<file path="src/rtl/pred_pkg.sv">
package pred_pkg;
    localparam int WORD_W = 32;
    localparam int SEL_W  = 3;

    localparam logic [SEL_W-1:0] SEL_NONE = 3'b000;
    localparam logic [SEL_W-1:0] SEL_B0   = 3'b001;
    localparam logic [SEL_W-1:0] SEL_B1   = 3'b010;
    localparam logic [SEL_W-1:0] SEL_B2   = 3'b011;
    localparam logic [SEL_W-1:0] SEL_A1   = 3'b100;
    localparam logic [SEL_W-1:0] SEL_A2   = 3'b101;

    typedef struct packed {
        logic [WORD_W-1:0] b0;
        logic [WORD_W-1:0] b1;
        logic [WORD_W-1:0] b2;
        logic [WORD_W-1:0] a1;
        logic [WORD_W-1:0] a2;
    } cond_bank_t;

    typedef enum logic [0:0] {
        S_IDLE  = 1'b0,
        S_ISSUE = 1'b1
    } ctl_state_t;
endpackage

</file>
<file path="src/rtl/pred_snapshot.sv">
module pred_snapshot
    import pred_pkg::*;
#(
    parameter int NSLOT = 8
) (
    input  logic                   clk,
    input  logic                   rst_n,
    input  logic                   cap_en,
    input  cond_bank_t             bank_in,
    input  logic [NSLOT*SEL_W-1:0] creg_in,
    input  logic [NSLOT-1:0]       z_in,
    output cond_bank_t             bank_q,
    output logic [NSLOT*SEL_W-1:0] creg_q,
    output logic [NSLOT-1:0]       z_q
);
    always_ff @(posedge clk or negedge rst_n) begin
        if (!rst_n) begin
            bank_q <= '0;
            creg_q <= '0;
            z_q    <= '0;
        end else if (cap_en) begin
            bank_q <= bank_in;
            creg_q <= creg_in;
            z_q    <= z_in;
        end
    end

    // the captured copy only moves on a capture cycle
    a_r8_hold_between_captures: assert property (@(posedge clk) disable iff (!rst_n)
        !$past(cap_en) |-> $stable(bank_q));
endmodule

</file>
<file path="src/rtl/pred_slot_eval.sv">
module pred_slot_eval
    import pred_pkg::*;
(
    input  logic             en,
    input  logic [SEL_W-1:0] sel,
    input  logic             ztest,
    input  cond_bank_t       bank,
    output logic             exec,
    output logic             rsvd
);
    logic [WORD_W-1:0] picked;
    logic              legal;
    logic              uncond;
    logic              is_zero;

    always_comb begin
        picked = '0;
        legal  = 1'b1;
        uncond = 1'b0;
        unique case (sel)
            SEL_NONE: begin
                uncond = !ztest;
                legal  = !ztest;
            end
            SEL_B0:  picked = bank.b0;
            SEL_B1:  picked = bank.b1;
            SEL_B2:  picked = bank.b2;
            SEL_A1:  picked = bank.a1;
            SEL_A2:  picked = bank.a2;
            default: legal = 1'b0;
        endcase
    end

    assign is_zero = (picked == '0);

    always_comb begin
        exec = 1'b0;
        rsvd = 1'b0;
        if (en) begin
            if (!legal)      rsvd = 1'b1;
            else if (uncond) exec = 1'b1;
            else             exec = ztest ? is_zero : !is_zero;
        end
    end

    // a reserved slot never commits
    always_comb begin
        a_r7_reserved_blocks: assert (!(rsvd && exec));
    end

    // the all-zero code with non-zero polarity always commits when enabled
    always_comb begin
        if (en && sel == SEL_NONE && !ztest)
            a_r3_uncond: assert (exec && !rsvd);
    end
endmodule

</file>
<file path="src/rtl/pred_eval_top.sv">
module pred_eval_top
    import pred_pkg::*;
#(
    parameter int NSLOT = 8
) (
    input  logic                   clk,
    input  logic                   rst_n,
    input  logic                   pkt_valid,
    input  logic [NSLOT*SEL_W-1:0] slot_creg,
    input  logic [NSLOT-1:0]       slot_z,
    input  logic [WORD_W-1:0]      cond_b0,
    input  logic [WORD_W-1:0]      cond_b1,
    input  logic [WORD_W-1:0]      cond_b2,
    input  logic [WORD_W-1:0]      cond_a1,
    input  logic [WORD_W-1:0]      cond_a2,
    output logic                   out_valid,
    output logic [NSLOT-1:0]       exec_en,
    output logic [NSLOT-1:0]       rsvd
);
    ctl_state_t state_q, state_d;
    cond_bank_t bank_in, bank_q;
    logic [NSLOT*SEL_W-1:0] creg_q;
    logic [NSLOT-1:0]       z_q;

    assign bank_in = '{b0: cond_b0, b1: cond_b1, b2: cond_b2,
                       a1: cond_a1, a2: cond_a2};

    // state register
    always_ff @(posedge clk or negedge rst_n) begin
        if (!rst_n) state_q <= S_IDLE;
        else        state_q <= state_d;
    end

    // next state: idle_to_issue, issue_to_issue, issue_to_idle
    always_comb begin
        state_d = state_q;
        unique case (state_q)
            S_IDLE:  if (pkt_valid) state_d = S_ISSUE;
            S_ISSUE: state_d = pkt_valid ? S_ISSUE : S_IDLE;
            default: state_d = S_IDLE;
        endcase
    end

    // outputs from state
    always_comb begin
        out_valid = 1'b0;
        unique case (state_q)
            S_IDLE:  out_valid = 1'b0;
            S_ISSUE: out_valid = 1'b1;
            default: out_valid = 1'b0;
        endcase
    end

    pred_snapshot #(.NSLOT(NSLOT)) u_snap (
        .clk     (clk),
        .rst_n   (rst_n),
        .cap_en  (pkt_valid),
        .bank_in (bank_in),
        .creg_in (slot_creg),
        .z_in    (slot_z),
        .bank_q  (bank_q),
        .creg_q  (creg_q),
        .z_q     (z_q)
    );

    // one evaluator per slot, fields taken by slot position
    for (genvar i = 0; i < NSLOT; i++) begin : g_slot
        pred_slot_eval u_eval (
            .en    (out_valid),
            .sel   (creg_q[i*SEL_W +: SEL_W]),
            .ztest (z_q[i]),
            .bank  (bank_q),
            .exec  (exec_en[i]),
            .rsvd  (rsvd[i])
        );
    end

    // verdicts appear exactly one cycle after a packet
    a_r2_valid_timing: assert property (@(posedge clk) disable iff (!rst_n)
        out_valid == $past(pkt_valid));
    a_r2_quiet_idle: assert property (@(posedge clk) disable iff (!rst_n)
        !out_valid |-> (exec_en == '0 && rsvd == '0));

    // same legal register with opposite polarity never both commit
    for (genvar i = 0; i < NSLOT; i++) begin : g_mx_i
        for (genvar j = i + 1; j < NSLOT; j++) begin : g_mx_j
            a_r9_exclusive: assert property (@(posedge clk) disable iff (!rst_n)
                (creg_q[i*SEL_W +: SEL_W] == creg_q[j*SEL_W +: SEL_W]
                 && creg_q[i*SEL_W +: SEL_W] != SEL_NONE
                 && z_q[i] != z_q[j]) |-> !(exec_en[i] && exec_en[j]));
        end
    end
endmodule

</file>
<file path="config.mk">
export PLATFORM = sky130hd
export DESIGN_NAME = pred_eval_top
export DESIGN_NICKNAME = d
export VERILOG_FILES = /design/src/rtl/pred_pkg.sv /design/src/rtl/pred_snapshot.sv /design/src/rtl/pred_slot_eval.sv /design/src/rtl/pred_eval_top.sv
export SDC_FILE = /design/constraint.sdc
export NUM_CORES = 1
export LEC_CHECK = 0
export ABC_CLOCK_PERIOD_IN_PS = 2700
export BUFFER_PORTS_ARGS = -buffer_cell sky130_fd_sc_hd__clkbuf_2
export CORE_ASPECT_RATIO = 1.25
export CORE_MARGIN = 3
export CORE_UTILIZATION = 50
export CTS_CLUSTER_SIZE = 30
export DETAILED_ROUTE_END_ITERATION = 7
export PLACE_DENSITY = 0.77
export SETUP_SLACK_MARGIN = 0.1
export SLEW_MARGIN = 20
export SYNTH_ARGS = -nofsm -noshare
export SYNTH_HDL_FRONTEND = slang
export SYNTH_SLANG_ARGS = --single-unit
</file>
<file path="constraint.sdc">
create_clock -name clk -period 2.7 [get_ports clk]
set_input_delay 0.405 -clock clk [delete_from_list [all_inputs] [get_ports clk]]
set_output_delay 0.405 -clock clk [all_outputs]
set_load 0.01 [all_outputs]
</file>
# Yosys cells after proc, flatten, opt, wreduce, memory -nomap -nowiden

Index checks and enable logic that the tools add are counted.

Memories: 0
ROM bits: 0
RAM bits: 0
Flip-flop bits (word level): 193
Logic and storage cells: 163
Latch bits: 0
Output and inout bits: 17
Input bits: 195

Equal/unequal tests: 40
Add/subtract/negate cells: 0
Muxes and demuxes: 74
$mul: 0
Reduce and logical (&&, ||, !) cells: 40
Shifts and indexed selects: 0
Div/mod/pow operators: 0
$lt $le $gt $ge: 0
Bitwise gates (word level): 1

Operators with widths:

| operator           | number |
|---|---|
| $pmux 32 s5        | 8 |
| $logic_not 32->1   | 8 |
| $mux 1             | 57 |
| $eq 3x2->1 const B | 16 |
| $eq 3x3->1 const B | 16 |
| $reduce_or 5->1    | 8 |
| $eq 3x1->1 const B | 8 |
| $logic_not 3->1    | 8 |
| $pmux 1 s2         | 9 |
| $logic_not 1->1    | 16 |
| $not 1->1          | 1 |

# Logic depth before layout (Yosys ltp)

Depth in word-level cells: 8
Gate-level depth with buffers: 9
Depth with buffers taken out: 7

# Cells and area by module

From an unflattened synthesis, not the netlist that was laid out.

Cells, all modules: 1,038
Area total of the unflattened synthesis: 11,185.7 sq um

By module, submodules not included:

| module         | cells an instance | instances | seq. area each (sq um) | area each (sq um) |
|---|---|---|---|---|
| pred_snapshot  | 405               | 1         | 4,804.6                | 7,196.9 |
| pred_slot_eval | 79                | 8         | 0.0                    | 495.5 |
| pred_eval_top  | 1                 | 1         | 25.0                   | 25.0 |

# Worst setup path after synthesis

No wires, ideal clock.

Path kind: reg-to-output
Start point: reg u_snap.bank_q[96] (netlist name)
End point: out exec_en[3]
Arrival: 2.359 ns
Slack: -0.064 ns
Buffers on the path: 1
Stages on the path, launching flop included: 8
Data required time: 2.295 ns
Cells stage by stage: dfrtp_1 or4_4 nor4_1 a21oi_1 o32a_1 a2111oi_1 mux2_2 buf_4

Cells in the longest elaborated chain, start to end: 7

RTL lines:

| what               | RTL line             | RTL |
|---|---|---|
| $pmux 32 s5 *      | pred_slot_eval.sv:20 | `unique case (sel)` |
| $logic_not 32->1 * | pred_slot_eval.sv:34 | `assign is_zero = (picked == '0);` |
| $logic_not 1->1    | pred_slot_eval.sv:42 | `else exec = ztest ? is_zero : !is_zero;` |
| $mux 1 *           | pred_slot_eval.sv:42 |  |
| $mux 1 *           | pred_slot_eval.sv:41 | `else if (uncond) exec = 1'b1;` |
| $mux 1 *           | pred_slot_eval.sv:40 | `if (!legal) rsvd = 1'b1;` |
| $mux 1 *           | pred_slot_eval.sv:39 | `if (en) begin` |
| to (decl)          | pred_eval_top.sv:17  | `output logic [NSLOT-1:0] exec_en,` |

Mark *: on every way between the ends. The rest lies on a longest branch, timed or not.

# Worst setup path in the final report

Start point: reg u_snap.bank_q[159] (netlist name)
End point: out exec_en[4]

Cells in the longest elaborated chain, start to end: 7

RTL lines:

| what               | RTL line |
|---|---|
| $pmux 32 s5 *      | pred_slot_eval.sv:20 |
| $logic_not 32->1 * | pred_slot_eval.sv:34 |
| $logic_not 1->1    | pred_slot_eval.sv:42 |
| $mux 1 *           | pred_slot_eval.sv:42 |
| $mux 1 *           | pred_slot_eval.sv:41 |
| $mux 1 *           | pred_slot_eval.sv:40 |
| $mux 1 *           | pred_slot_eval.sv:39 |

Marked as above.

==> flow_summary.yaml <==
status:
  outcome: "finished with violations"
  violations: "negative setup slack"
route:
  vias: 10100
  drt-pass1-iter-count: 5
  drt_iter0_markers: 956
  detail_route.wl_per_cell_um: 23.5
  viasPerCell: 6.05
  ant_nets: 0
  drc: 0
  drt-total-wl_um: 39200
grt:
  grt_max_degree: 69
  grt_pass1_wl_um: 60400
  grt_pass1_vias: 10800
  grt.overflow.total: 0
  antenna_found_initial: 0
  track_usage: 0.351
sta:
  hold_ws_ns: 0.165
  maxSlewViolCount: 0
  min_period_over_period: 1.31
  setup_violations: 8
  min_period_ns: 3.54
  tns_ns: -5.42
  timing.slew.headroom: 0.531
  rsz0062_at_grt: "yes"
  hold_violations: 0
  worst_slack_ns: -0.844
  worst_pin_slew_ns: 0.704
  max_freq_mhz: 282
  fin_skew_ns: 0
hold_path:
  hp-class: "input port to register"
  hp-start: "slot_creg[21]"
floorplan:
  die_w_um: 134
  num_rows: 57
  boundaryPins: 212
  start_util: 0.516
  die_h_um: 166
  core_area_um2: 19800
  fp.dieArea_um2: 22200
place:
  portBuffers: 211
  dpl.hpwl_um: 29800
  gp_congestion: 1.03
yosys:
  synthCells: 933
  ys_async_sr_fraction: 1.00
  synthFlopType: "dfrtp_1"
  synth_enable_flop_cells: 0
  syn-cell-area_um2: 10200
  syn_nets: 1136
  muxShareOfSynthArea: 0.202
  yosysWarnings: 0
  synthAdderAreaFrac: 0.00981
  yosysSeqAreaShare: 0.473
  synth_area_per_cell_um2: 10.9
  synth_top_family_by_area: "multiplexers"
  synthXorXnorAreaFrac: 0
  synth_simple_gate_area_frac: 0.196
  yosys.cell_types.count: 71
  synth_compound_area_frac: 0.0890
  synth-seq-cells: 193
critical_path:
  timing.rr.start: "u_snap.creg_q[5]"
  crit_fanout: 3
  cp-end-kind: "output pin"
  cp.arrival_ns: 3.14
  r2r_slack_ns: 1.53
  regToRegEndpoint: "u_snap.creg_q[5]"
  endpoint: "exec_en[4]"
  crit_start: "u_snap.bank_q[159]"
  worstSetupStartpointType: "register"
  rr_worst_depth: 2
  crit_type: "register to output pin"
  critPathRequiredTime_ns: 2.30
clock_network:
  cts_root_buf: "clkbuf_16"
  clock_sinks: 193
  clk_pin_slew_ns: 0.08
  cts_tree: "built"
  clockBufferDepth: 2
  clk-insertion-delay-late_ns: 0.44
  numCtsBuffers: 17
  cts.htree.levels: 4
pwr:
  p_per_area_nw_per_um2: 556
  vdd_drop_max_v: 0.000448
  cellLeakagePower_nw: 6.57
layout:
  post-route-util: 0.752
  syn_to_final_growth_pct: 45.6
  antennaDiodeCount: 0
  final_common_cell: "buf_4"
  final_cell_mix: "buf_4, clkbuf_2, dfrtp_1, mux2_2, nor2_1"
  num-nets-final: 1594
  drive_gt1_frac: 0.574
job:
  cap_violations: 0
-- power by group --
group | internal [mW] | switching (mW)
clock | 1.34 | 1.31
combinational | 1.09 | 1.03
sequential | 3.18 | 0.311
-- critical path, cell delays in order, from the launching register on --
cell	delay, ns
dfrtp_1	0.40
nor4_2	0.32
buf_4	0.18
nand4b_1	0.22
buf_4	0.24
nor3_4	0.18
o311ai_1	0.12
a211o_1	0.36
or3b_1	0.38
a21oi_1	0.15
buf_2	0.15
-- flip-flops by register name, indices dropped and copies added, names as in the netlist --
register	cells
u_snap.bank_q	160
u_snap.creg_q	24
u_snap.z_q	8
state_q	1
-- per-stage QoR --
step / power [mW] / worst slack, ns / cell area (um2) / instances
floorplan: 4.32 / -0.0498 / 10200 / 933
global placement: 5.35 / -0.348 / 13500 / 1627
detailed placement: 5.40 / -0.450 / 13500 / 1627
CTS: 8.15 / -0.739 / 14600 / 1667
global route: 8.56 / -0.890 / 14900 / 1669
finish: 8.25 / -0.844 / 14900 / 1669
-- logic make-up (layout without fill, tap and decap cells) --
family | after synthesis | after routing
buffers and inverters | 66 | 537
AOI/OAI and AO/OA | 128 | 128
DFF | 193 | 193
and+or+nand+nor | 355 | 355
muxes | 183 | 183
adders and majority gates | 8 | 8
-- per-layer routing --
metal	part of all wire	wire length, um	vias to the layer above	track usage
met3	0.059	2310	148	0.0543
li1	-	-	4483	-
met4	0.050	1970	0	0.147
met5	0	0	-	0
met1	0.39	15500	4982	0.445
met2	0.50	19400	481	0.596
-- cells in the mapped netlist (all sizes together) (3+ instances only) --
library cell / count / share of area
dfrtp: 193 / 0.47
mux2: 180 / 0.20
nor2: 76 / 0.028
nor4: 59 / 0.041
nand2: 44 / 0.016
nor3: 42 / 0.021
clkbuf: 31 / 0.011
o21ai: 24 / 0.012
nand3: 23 / 0.011
a21oi: 21 / 0.010
nand4: 20 / 0.012
buf: 19 / 0.013
inv: 16 / 0.0059
or4: 15 / 0.012
nand2b: 14 / 0.0086
nor2b: 13 / 0.0080
ha: 8 / 0.0098
o311ai: 8 / 0.0069
or3: 8 / 0.0054
a31oi: 7 / 0.0043
a2111oi: 6 / 0.0053
nand3b: 6 / 0.0044
nand4b: 6 / 0.0052
a211oi: 5 / 0.0037
and4: 5 / 0.0045
nor3b: 5 / 0.0037
o21bai: 5 / 0.0037
o22ai: 5 / 0.0031
a22oi: 4 / 0.0029
nor4b: 4 / 0.0034
o31ai: 4 / 0.0029
o41ai: 4 / 0.0034
a311oi: 3 / 0.0026
a32oi: 3 / 0.0026
a41o: 3 / 0.0029
and3: 3 / 0.0020
and4b: 3 / 0.0029
mux2i: 3 / 0.0029
o21a: 3 / 0.0022
o311a: 3 / 0.0029
or2: 3 / 0.0018
-- what timing repair did --
| item | CTS | global route |
|---|---|---|
| hold buffers | 1 | 0 |
| setup buffers | 7 | 4 |
| pin swaps | 29 | 23 |
| gates resized for setup | 84 | 47 |
| endpoints found under the hold margin | 55 | 0 |
| endpoints found under the setup margin | 8 | 8 |
-- layout make-up --
cell class                 count  area, um2
timing repair buffer         489       3290
multi-input combinational    674       5730
sequential                   193       4830
clock buffer                  17        425
fill                        1360       4900
inverter                      16       60.1
clock inverter                15        193
tap                          265        332
-- worst min-delay path by stage --
stage,to,slack (ns),cells past startpoint
6_report,u_snap.creg_q[21],0.16,3
5_1_grt,u_snap.bank_q[15],0.18,2
4_1_cts,u_snap.creg_q[21],0.16,3
3_5_place_dp,u_snap.bank_q[133],0.45,1
3_3_place_gp,u_snap.bank_q[159],0.45,1
2_1_floorplan,state_q,0.11,0
Power figures use the tool's default switching activity.
